==> config.mk <==
export PLATFORM = sky130hd
export DESIGN_NAME = pt_walker
export DESIGN_NICKNAME = d
export VERILOG_FILES = /design/src/rtl/pt_walker_pkg.sv /design/src/rtl/pt_l1_decode.sv /design/src/rtl/pt_l2_decode.sv /design/src/rtl/pt_walker.sv
export SDC_FILE = /design/constraint.sdc
export NUM_CORES = 1
export LEC_CHECK = 0
export BUFFER_PORTS_ARGS = -buffer_cell sky130_fd_sc_hd__buf_2
export CAP_MARGIN = 10
export CELL_PAD_IN_SITES_DETAIL_PLACEMENT = 0
export CELL_PAD_IN_SITES_GLOBAL_PLACEMENT = 1
export CORE_ASPECT_RATIO = 1.4
export CORE_MARGIN = 4
export CORE_UTILIZATION = 37
export CTS_BUF_LIST = sky130_fd_sc_hd__clkbuf_2 sky130_fd_sc_hd__clkbuf_4 sky130_fd_sc_hd__clkbuf_8
export CTS_CLUSTER_DIAMETER = 150
export DETAILED_ROUTE_END_ITERATION = 7
export GPL_ROUTABILITY_DRIVEN = 1
export PLACE_DENSITY = 0.84
export REMOVE_ABC_BUFFERS = 1
export SLEW_MARGIN = 10
export SYNTH_ARGS = -nofsm -noshare
export SYNTH_HDL_FRONTEND = slang
export SYNTH_SLANG_ARGS = --single-unit
==> constraint.sdc <==
create_clock -name clk_i -period 2 [get_ports clk_i]
set_input_delay 0.1 -clock clk_i [delete_from_list [all_inputs] [get_ports clk_i]]
set_output_delay 0.1 -clock clk_i [all_outputs]
set_load 0.02 [all_outputs]
==> src/rtl/pt_walker_pkg.sv <==
package pt_walker_pkg;

  localparam int unsigned SECTION_N = 20;
  localparam int unsigned LARGE_N   = 16;
  localparam int unsigned SMALL_N   = 12;

  typedef enum logic [2:0] {
    FLT_NONE        = 3'd0,
    FLT_L1_TRANS_PF = 3'd1,
    FLT_L1_TRANS_DA = 3'd2,
    FLT_L2_TRANS_PF = 3'd3,
    FLT_L2_TRANS_DA = 3'd4,
    FLT_L1_ACCESS   = 3'd5,
    FLT_L2_ACCESS   = 3'd6,
    FLT_UNSUPP      = 3'd7
  } fault_e;

  typedef enum logic [2:0] {
    ST_IDLE, ST_L1_REQ, ST_L1_WAIT, ST_L2_REQ, ST_L2_WAIT, ST_DONE
  } walk_st_e;

  typedef enum logic [1:0] {
    K_FAULT, K_LEAF, K_NEXT
  } l1_kind_e;

  typedef struct packed {
    logic [31:0] pa;
    logic [4:0]  size;
    logic        xn;
    logic [2:0]  ap;
    logic [3:0]  domain;
    logic        shr;
    logic [4:0]  texcb;
  } ent_t;

  function automatic logic is_data_form(fault_e f);
    return (f == FLT_L1_TRANS_DA) || (f == FLT_L2_TRANS_DA) ||
           (f == FLT_L1_ACCESS)   || (f == FLT_L2_ACCESS);
  endfunction

endpackage

==> src/rtl/pt_l1_decode.sv <==
module pt_l1_decode
  import pt_walker_pkg::*;
(
  input  logic [31:0] desc_i,
  input  logic [19:0] va_lo_i,
  input  logic        afe_i,
  input  logic        fetch_i,
  output l1_kind_e    kind_o,
  output fault_e      fault_o,
  output ent_t        ent_o,
  output logic [31:0] next_addr_o,
  output logic [3:0]  domain_o
);

  logic unused_bits;
  assign unused_bits = ^{desc_i[17], desc_i[9]};

  assign next_addr_o = {desc_i[31:10], va_lo_i[19:12], 2'b00};
  assign domain_o    = desc_i[8:5];

  always_comb begin
    kind_o  = K_FAULT;
    fault_o = FLT_NONE;
    ent_o   = '0;
    case (desc_i[1:0])
      2'b01: kind_o = K_NEXT;
      2'b10: begin
        // supersection outranks the access check
        if (desc_i[18]) begin
          fault_o = FLT_UNSUPP;
        end else if (afe_i && !desc_i[10]) begin
          fault_o = FLT_L1_ACCESS;
        end else begin
          kind_o       = K_LEAF;
          ent_o.pa     = {desc_i[31:20], va_lo_i};
          ent_o.size   = 5'(SECTION_N);
          ent_o.xn     = desc_i[4];
          ent_o.ap     = {desc_i[15], desc_i[11:10]};
          ent_o.domain = desc_i[8:5];
          ent_o.shr    = desc_i[16];
          ent_o.texcb  = {desc_i[14:12], desc_i[3], desc_i[2]};
        end
      end
      default: fault_o = fetch_i ? FLT_L1_TRANS_PF : FLT_L1_TRANS_DA;
    endcase
  end

endmodule

==> src/rtl/pt_l2_decode.sv <==
module pt_l2_decode
  import pt_walker_pkg::*;
(
  input  logic [31:0] desc_i,
  input  logic [15:0] va_lo_i,
  input  logic        afe_i,
  input  logic        fetch_i,
  input  logic [3:0]  l1_domain_i,
  output logic        leaf_o,
  output fault_e      fault_o,
  output ent_t        ent_o
);

  always_comb begin
    leaf_o  = 1'b0;
    fault_o = FLT_NONE;
    ent_o   = '0;
    if (desc_i[1:0] == 2'b00) begin
      fault_o = fetch_i ? FLT_L2_TRANS_PF : FLT_L2_TRANS_DA;
    end else if (afe_i && !desc_i[4]) begin
      fault_o = FLT_L2_ACCESS;
    end else begin
      leaf_o       = 1'b1;
      ent_o.ap     = {desc_i[9], desc_i[5:4]};
      ent_o.shr    = desc_i[10];
      ent_o.domain = l1_domain_i;
      if (desc_i[1:0] == 2'b01) begin
        ent_o.pa    = {desc_i[31:16], va_lo_i};
        ent_o.size  = 5'(LARGE_N);
        ent_o.xn    = desc_i[15];
        ent_o.texcb = {desc_i[14:12], desc_i[3], desc_i[2]};
      end else begin
        ent_o.pa    = {desc_i[31:12], va_lo_i[11:0]};
        ent_o.size  = 5'(SMALL_N);
        ent_o.xn    = desc_i[0];
        ent_o.texcb = {desc_i[8:6], desc_i[3], desc_i[2]};
      end
    end
  end

endmodule

==> src/rtl/pt_walker.sv <==
module pt_walker
  import pt_walker_pkg::*;
#(
  parameter int CTX_W = 8
) (
  input  logic             clk_i,
  input  logic             rst_ni,
  input  logic             req_valid_i,
  output logic             req_ready_o,
  input  logic [31:0]      req_vaddr_i,
  input  logic             req_fetch_i,
  input  logic             req_write_i,
  input  logic [CTX_W-1:0] req_ctx_i,
  input  logic [31:0]      ttb_i,
  input  logic             afe_i,
  output logic             mem_req_o,
  output logic [31:0]      mem_addr_o,
  input  logic             mem_rvalid_i,
  input  logic [31:0]      mem_rdata_i,
  output logic             done_o,
  output logic             fault_o,
  output logic [2:0]       fault_code_o,
  output logic             fault_write_o,
  output logic [3:0]       fault_domain_o,
  output logic [31:0]      ent_pa_o,
  output logic [4:0]       ent_size_o,
  output logic             ent_xn_o,
  output logic [2:0]       ent_ap_o,
  output logic [3:0]       ent_domain_o,
  output logic [CTX_W-1:0] ent_asid_o,
  output logic             ent_shr_o,
  output logic [4:0]       ent_texcb_o
);

  walk_st_e         state_q;
  logic [31:0]      va_q;
  logic             fetch_q, write_q, afe_q;
  logic [CTX_W-1:0] ctx_q;
  logic [31:0]      l1_addr_q, l2_addr_q;
  logic [3:0]       l1_dom_q;
  ent_t             res_ent_q;
  fault_e           res_fault_q;
  logic             res_wr_q;
  logic [3:0]       res_dom_q;

  logic unused_ttb;
  assign unused_ttb = ^ttb_i[13:0];

  l1_kind_e    l1_kind;
  fault_e      l1_fault;
  ent_t        l1_ent;
  logic [31:0] l1_next;
  logic [3:0]  l1_dom;

  pt_l1_decode u_l1 (
    .desc_i      (mem_rdata_i),
    .va_lo_i     (va_q[19:0]),
    .afe_i       (afe_q),
    .fetch_i     (fetch_q),
    .kind_o      (l1_kind),
    .fault_o     (l1_fault),
    .ent_o       (l1_ent),
    .next_addr_o (l1_next),
    .domain_o    (l1_dom)
  );

  logic   l2_leaf;
  fault_e l2_fault;
  ent_t   l2_ent;

  pt_l2_decode u_l2 (
    .desc_i      (mem_rdata_i),
    .va_lo_i     (va_q[15:0]),
    .afe_i       (afe_q),
    .fetch_i     (fetch_q),
    .l1_domain_i (l1_dom_q),
    .leaf_o      (l2_leaf),
    .fault_o     (l2_fault),
    .ent_o       (l2_ent)
  );

  always_ff @(posedge clk_i or negedge rst_ni) begin
    if (!rst_ni) begin
      state_q     <= ST_IDLE;
      va_q        <= '0;
      fetch_q     <= 1'b0;
      write_q     <= 1'b0;
      afe_q       <= 1'b0;
      ctx_q       <= '0;
      l1_addr_q   <= '0;
      l2_addr_q   <= '0;
      l1_dom_q    <= '0;
      res_ent_q   <= '0;
      res_fault_q <= FLT_NONE;
      res_wr_q    <= 1'b0;
      res_dom_q   <= '0;
    end else begin
      case (state_q)
        ST_IDLE: if (req_valid_i) begin
          state_q   <= ST_L1_REQ;
          va_q      <= req_vaddr_i;
          fetch_q   <= req_fetch_i;
          write_q   <= req_write_i;
          afe_q     <= afe_i;
          ctx_q     <= req_ctx_i;
          l1_addr_q <= {ttb_i[31:14], req_vaddr_i[31:20], 2'b00};
        end
        ST_L1_REQ: state_q <= ST_L1_WAIT;
        ST_L1_WAIT: if (mem_rvalid_i) begin
          l2_addr_q <= l1_next;
          l1_dom_q  <= l1_dom;
          res_dom_q <= '0;
          if (l1_kind == K_NEXT) begin
            state_q <= ST_L2_REQ;
          end else begin
            state_q     <= ST_DONE;
            res_ent_q   <= (l1_kind == K_LEAF) ? l1_ent : '0;
            res_fault_q <= l1_fault;
            res_wr_q    <= write_q && is_data_form(l1_fault);
          end
        end
        ST_L2_REQ: state_q <= ST_L2_WAIT;
        ST_L2_WAIT: if (mem_rvalid_i) begin
          state_q     <= ST_DONE;
          res_ent_q   <= l2_leaf ? l2_ent : '0;
          res_fault_q <= l2_fault;
          res_wr_q    <= write_q && is_data_form(l2_fault);
          res_dom_q   <= (l2_fault == FLT_L2_TRANS_DA) ? l1_dom_q : '0;
        end
        default: state_q <= ST_IDLE;
      endcase
    end
  end

  assign req_ready_o    = (state_q == ST_IDLE);
  assign mem_req_o      = (state_q == ST_L1_REQ) || (state_q == ST_L2_REQ);
  assign mem_addr_o     = (state_q == ST_L2_REQ) ? l2_addr_q : l1_addr_q;
  assign done_o         = (state_q == ST_DONE);
  assign fault_o        = (res_fault_q != FLT_NONE);
  assign fault_code_o   = res_fault_q;
  assign fault_write_o  = res_wr_q;
  assign fault_domain_o = res_dom_q;
  assign ent_pa_o       = res_ent_q.pa;
  assign ent_size_o     = res_ent_q.size;
  assign ent_xn_o       = res_ent_q.xn;
  assign ent_ap_o       = res_ent_q.ap;
  assign ent_domain_o   = res_ent_q.domain;
  assign ent_shr_o      = res_ent_q.shr;
  assign ent_texcb_o    = res_ent_q.texcb;
  assign ent_asid_o     = ctx_q;

  AST_DONE_PULSE: assert property (@(posedge clk_i) disable iff (!rst_ni)
    done_o |=> !done_o);
  AST_MEM_PULSE: assert property (@(posedge clk_i) disable iff (!rst_ni)
    mem_req_o |=> !mem_req_o);
  AST_PA_OFFSET: assert property (@(posedge clk_i) disable iff (!rst_ni)
    done_o && !fault_o |-> ent_pa_o[11:0] == va_q[11:0]);
  AST_SIZE_LEGAL: assert property (@(posedge clk_i) disable iff (!rst_ni)
    done_o && !fault_o |-> (ent_size_o == 5'd20 || ent_size_o == 5'd16 || ent_size_o == 5'd12));
  AST_PF_NO_WRITE: assert property (@(posedge clk_i) disable iff (!rst_ni)
    done_o && (fault_code_o == 3'd1 || fault_code_o == 3'd3) |-> !fault_write_o);
  AST_FAULT_NO_ENTRY: assert property (@(posedge clk_i) disable iff (!rst_ni)
    done_o && fault_o |-> ent_size_o == 5'd0);

endmodule

==> results of run 1 <==
sequential cells by signal, summed over array words and instances (netlist names), 4 cells and up:
| register | flops |
|---|---|
| ent_asid_o | 8 |
| ent_domain_o | 4 |
| ent_pa_o | 32 |
| ent_texcb_o | 5 |
| fault_domain_o | 4 |
| l1_addr_q | 30 |
| l1_dom_q | 4 |
| l2_addr_q | 30 |
| va_q | 20 |
synthesized netlist by cell type, drive strengths merged (3+ instances only):
cell | n | area share
a21oi | 12 | 0.0091
a22o | 30 | 0.040
a22oi | 12 | 0.014
a2bb2oi | 8 | 0.011
buf | 21 | 0.024
clkbuf | 15 | 0.0085
dfrtp | 155 | 0.59
ha | 4 | 0.0076
inv | 4 | 0.0023
mux2 | 126 | 0.22
nand2 | 23 | 0.013
nand2b | 3 | 0.0028
nor2 | 10 | 0.0057
nor2b | 3 | 0.0028
nor3b | 3 | 0.0034
nor4 | 3 | 0.0028
o21ai | 28 | 0.021
kinds of logic (layout without fill, tap and decap cells):
logic type / after synthesis / count (layout)
AOI/OAI and AO/OA: 99 / 99
adders and majority gates: 4 / 4
buffers and inverters: 40 / 351
DFF: 155 / 155
muxes: 128 / 128
other: 1 / 4
and+or+nand+nor: 56 / 56
layout make-up:
class                      count  area share
timing repair buffer         315       0.243
sequential                   155       0.410
tap                          236      0.0312
clock inverter                10      0.0147
inverter                       4     0.00159
clock buffer                  22      0.0307
multi-input combinational    291       0.269
what timing repair did:
action | CTS | global route
endpoints found under the setup margin | 33 | 54
endpoints found under the hold margin | 272 | 0
gates cloned | 1 | 0
hold buffers | 93 | 0
buffers inserted | 3 | 0
pin swaps | 1 | 0
resized for setup | 22 | 8
placed cells by master (no fill, tap or decap), types with 2 or more instances in the layout:
cell type,n
dlygate4sd3_1,93
a22oi_1,12
a22o_1,30
inv_1,4
buf_4,20
o21ai_0,28
nor3b_1,2
nor4_1,2
dfrtp_1,155
clkbuf_4,2
mux2_2,125
nand2b_1,3
o31ai_1,2
nand2_1,23
buf_2,183
mux2i_1,2
or3_1,2
nor2b_1,3
conb_1,4
clkbuf_8,20
buf_12,7
a2bb2oi_1,8
ha_1,4
buf_6,10
clkinv_4,2
bufinv_16,3
nor2_1,9
clkinv_2,3
a21oi_1,12
through the flow:
stage / setup slack [ns] / total power, mW
6_report: 0.00933 / 14.1
3_5_place_dp: 0.0318 / 11.3
5_1_grt: -0.0731 / 14.9
2_1_floorplan: -1.87 / 9.11
4_1_cts: -0.0281 / 14.2
3_3_place_gp: 0.0917 / 11.0
worst reg2reg max path, cell delays in order (launching register included):
cell and delay (ns):
dfrtp_1 0.41, or3b_1 0.51, buf_4 0.23, nor4_2 0.29, buf_4 0.19, a21oi_1 0.08, a2bb2oi_1 0.13
per-layer routing:
metal | vias up | wire, um | GRT usage
met2 | 158 | 9550 | 0.318
met4 | 0 | 421 | 0.0705
met5 | - | 0 | 0
met3 | 31 | 966 | 0.0474
li1 | 2349 | - | -
met1 | 2585 | 7150 | 0.211
final timing paths:
check | startpoint | endpoint | slack (ns) | depth (start not counted)
min | req_valid_i | state_q[0]$_DFFE_PN0P_ | 0.10 | 5
min in group asynchronous | rst_ni | l1_addr_q[18]$_DFFE_PN0P_ | 0.24 | 3
min reg2reg | ent_domain_o[2]$_DFFE_PN0P_ | ent_domain_o[2]$_DFFE_PN0P_ | 0.48 | 2
max reg2reg | state_q[2]$_DFFE_PN0P_ | ent_texcb_o[2]$_DFFE_PN0P_ | 0.08 | 6
max | state_q[1]$_DFFE_PN0P_ | mem_addr_o[28] | 0.009 | 6
max in group asynchronous | rst_ni | ent_pa_o[5]$_DFFE_PN0P_ | 1.39 | 3
power by group through the flow:
stage	clock (mW)	sequential (mW)	combinational, mW
3_3_place_gp	0	5.39	5.61
6_report	2.51	5.46	6.14
4_1_cts	2.59	5.46	6.13
5_1_grt	2.73	5.63	6.58
2_1_floorplan	0	5.97	3.14
3_5_place_dp	0	5.50	5.77
==> reports/results.txt, run 1 <==
Core area = 17500 sq um
Post-synth EDFFs = 0
Register area share after synthesis = 0.588
Largest net degree at the start of global routing = 80
DR DRC count = 0
Clk sinks = 155
Inst Count DP = 904
# rows = 57
Peak supply drop = 0.000732 V
Clk Latency, worst-skew pair = 0.44 ns
CTS tree = yes
1st-iter DRT viols = 171
Crit path time final = 1.99 ns
Power share of the sequential group = 0.387
Cells along the critical path = buf_6, nand3b_1, buf_6, buf_12, mux2_2, buf_2
Antenna violations before repair = 0
Final Hold Viols = 0
IO Pins = 214
Largest family of logic cells by synthesized area = multiplexers
Synth Area in Adders = 0.00758
Internal = 8.95 mW
Mapped Area = 6600 sq um
Largest stage delay on the critical path = 0.41 ns
Crit path max fanout = 17
Pwr dens = 1490 nW/um^2
Top cell by count, worst path = buf_6
Final std cells w/o fill = 1033
Crit path buffers/inverters = 4
CTS H-tree depth = 4
Clk root buf = clkbuf_8
Xor/xnor share of the synthesized area = 0
CP arrival = 1.89 ns
Post-Synth Simple-Gate Area = 0.0461
Fin nets = 899
Critical path type = flop to primary output
Main synth FF type = dfrtp_1
Ratio of cells with drive above 1 in the final layout = 0.487
Die H = 166 um
Vias in the first global route = 5732
Unique masters post-synth = 39
Max-cap viol count = 0
Final antenna-violating net count = 0
Synth Area in Compound Gates = 0.106
Die Span X = 121 um
Max-slew violations = 0
N_diodes = 0
Clock buffer count from CTS = 17
Clock Path Buffers = 2
Comb pwr share = 0.435
Mapped Avg Cell Area = 13.7 sq um
Worst Path Required = 1.90 ns
Switching power = 5.16 mW
YS warnings = 0
Synth Instances = 483
Status = completed
Setup Viol. Count Final = 0
Vias per cell = 4.96
Post-synth ARST share = 1.00
FMAX = 0.502 GHz
Register bit total from synthesis = 155
Worst hold slack = 0.100 ns
Final RePlAce weighted congestion = 0.807
P_leak = 4.47 nW
Final period utilization = 0.995
Number of I/O port buffers = 195
Setup_tns = 0 ns
Layout filler cell count = 1480
Register area = 3880 sq um
Critical path's top delay family = buffers and inverters
Worst Skew = 0.0108 ns
Switching Fraction = 0.366
CP endpoint kind = primary output
Dpl cell area = 7940 sq um
Final WL = 18100 um
Post-layout util = 0.541
Hold Path Class = input port to flop
Multi-input logic area = 2540 sq um
P&R area growth vs syn = 43.2%
Critical-path top delay cell = dfrtp_1
WL/cell = 17.5 um
Vias post-DR = 5123
First-pass iteration count of the detailed router = 5
Mux cell area share after synthesis = 0.218
Gr usage total = 0.182
GRT overflow = 0
Clock transition at path regs = 0.08 ns
Die area = 20100 sq um
Clk pwr share = 0.178
DP HPWL = 12300 um
Global-route wire length before repair = 29200 um
Initial Util = 0.378
Cell area after layout = 9450 sq um
Startpoint type of the worst setup path = flop
RSZ-0062 raised after global routing = yes
Worst slew pin tran = 0.506 ns
Slew HR = 0.662
(Power assumes the default switching activity.)
==> inputs of run 2 (changes only) <==
CORE_UTILIZATION = 40   (was 37)
PLACE_DENSITY = 0.87   (was 0.84)
clock period = 2.1 ns   (was 2 ns; I/O delays follow)
==> reports/results.txt, run 2 (same netlist as run 1, synthesis figures left out) <==
Status = completed
P&R area growth vs syn = 39.9%
Final RePlAce weighted congestion = 0.794
Die area = 18600 sq um
Most frequent cells in the layout = buf_2 (193), dfrtp_1 (155), mux2_2 (126)
Global-route wire length before repair = 28600 um
Clk root buf = clkbuf_8
Vias in the first global route = 5485
DR DRC count = 0
Antenna violations before repair = 0
FMAX = 0.497 GHz
Setup Viol. Count Final = 0
Final period utilization = 0.958
Peak supply drop = 0.000917 V
Vias post-DR = 5062
Vias per cell = 5.11
Worst slew pin tran = 0.600 ns
Pwr dens = 1390 nW/um^2
Clk sinks = 155
Worst hold slack = 0.0600 ns
Critical path type = flop to primary output
Final antenna-violating net count = 0
Final WL = 18600 um
WL/cell = 18.7 um
Number of I/O port buffers = 195
Final Hold Viols = 0
Commonest non-fill, non-tap cell in the layout = buf_2
P_leak = 4.39 nW
Startpoint type of the worst setup path = flop
Initial Util = 0.408
Gr usage total = 0.196
CTS tree = yes
Ratio of cells with drive above 1 in the final layout = 0.482
1st-iter DRT viols = 272
# rows = 55
Core area = 16200 sq um
Slew HR = 0.599
DP HPWL = 12100 um
GRT overflow = 0
Clock buffer count from CTS = 17
Final Power = 12.9 mW
Clk Latency, worst-skew pair = 0.44 ns
First-pass iteration count of the detailed router = 4
N_diodes = 0
IO Pins = 214
Worst Skew = 0.0104 ns
Clock transition at path regs = 0.08 ns
Worst Path Required = 2.00 ns
Largest register FFs = 32
Crit path max fanout = 9
Max-cap viol count = 0
Largest net degree at the start of global routing = 59
Die H = 160 um
Die Span X = 117 um
Fin nets = 896
Setup_tns = 0 ns
CTS H-tree depth = 4
Layout filler cell count = 1310
Max-slew violations = 0
Clock Path Buffers = 2
CP endpoint kind = primary output
Crit path time final = 2.01 ns
CP arrival = 1.91 ns
Hold Path Class = input port to flop
## run 2: cell count changes in the layout (fill, tap and decap cells not counted), moves of 2 or more
cell and change:
buf_2 +10, bufinv_16 -3, buf_6 -3, clkbuf_16 +2
clkbuf_4 +2, clkbuf_8 -2, buf_4 -9, clkinv_2 +2
## run 2: critical path, cell delays in order, from the launching register on
cell	delay (ns)
dfrtp_1	0.40
buf_6	0.14
nand3b_1	0.10
buf_6	0.16
clkbuf_16	0.17
mux2_2	0.34
buf_4	0.16
## run 2: layout make-up
class / count / area, sq um / share of cell area
clock buffers: 22 / 278 / 0.0301
clock inverters: 8 / 48.8 / 0.00529
inverters: 4 / 15.0 / 0.00163
multi-input cells: 291 / 2520 / 0.273
flip-flops and latches: 155 / 3880 / 0.420
well taps: 199 / 249 / 0.0270
repair buffers: 312 / 2240 / 0.242
## run 2: final timing paths
| path | from | to | slack, ns | depth (start not counted) |
|---|---|---|---|---|
| setup reg to reg | state_q[0]$_DFFE_PN0P_ | ent_texcb_o[0]$_DFFE_PN0P_ | 0.11 | 5 |
| min in group asynchronous | rst_ni | l1_addr_q[10]$_DFFE_PN0P_ | 0.20 | 2 |
| hold / removal | mem_rdata_i[4] | ent_xn_o$_DFFE_PN0P_ | 0.06 | 3 |
| setup / recovery | state_q[0]$_DFFE_PN0P_ | mem_addr_o[6] | 0.09 | 6 |
| max in group asynchronous | rst_ni | l1_addr_q[24]$_DFFE_PN0P_ | 1.20 | 3 |
| hold reg to reg | ent_ap_o[0]$_DFFE_PN0P_ | ent_ap_o[0]$_DFFE_PN0P_ | 0.49 | 2 |
## run 2: per-layer routing
metal  part of all wire  global-route usage  vias up
met2               0.54               0.344      154
met5                  0                   0        -
li1                   -                   -     2338
met4              0.018              0.0642        0
met1               0.39               0.233     2542
met3              0.051              0.0466       28
## run 2: stage by stage
stage	setup slack (ns)	std cells	utilization	instance area, sq um
6_report	0.0888	991	0.571	9230
5_1_grt	-0.00732	991	0.571	9230
4_1_cts	-0.00472	987	0.565	9140
3_5_place_dp	0.136	865	0.488	7900
3_3_place_gp	0.188	865	0.488	7900
2_1_floorplan	-1.77	450	-	6400
## run 2: what timing repair did
item,CTS,global route
gates resized for setup,0,6
hold endpoints to repair,170,0
setup buffers,0,1
cloned,0,3
pin swaps,0,0
hold buffers,92,0
setup endpoints to repair,2,30
## run 2: power by group
group	internal (mW)	leakage (nW)	total, mW	switching [mW]
combinational	2.71	2.29	5.70	3.00
sequential	4.39	1.93	5.24	0.846
clock	0.878	0.172	1.94	1.06
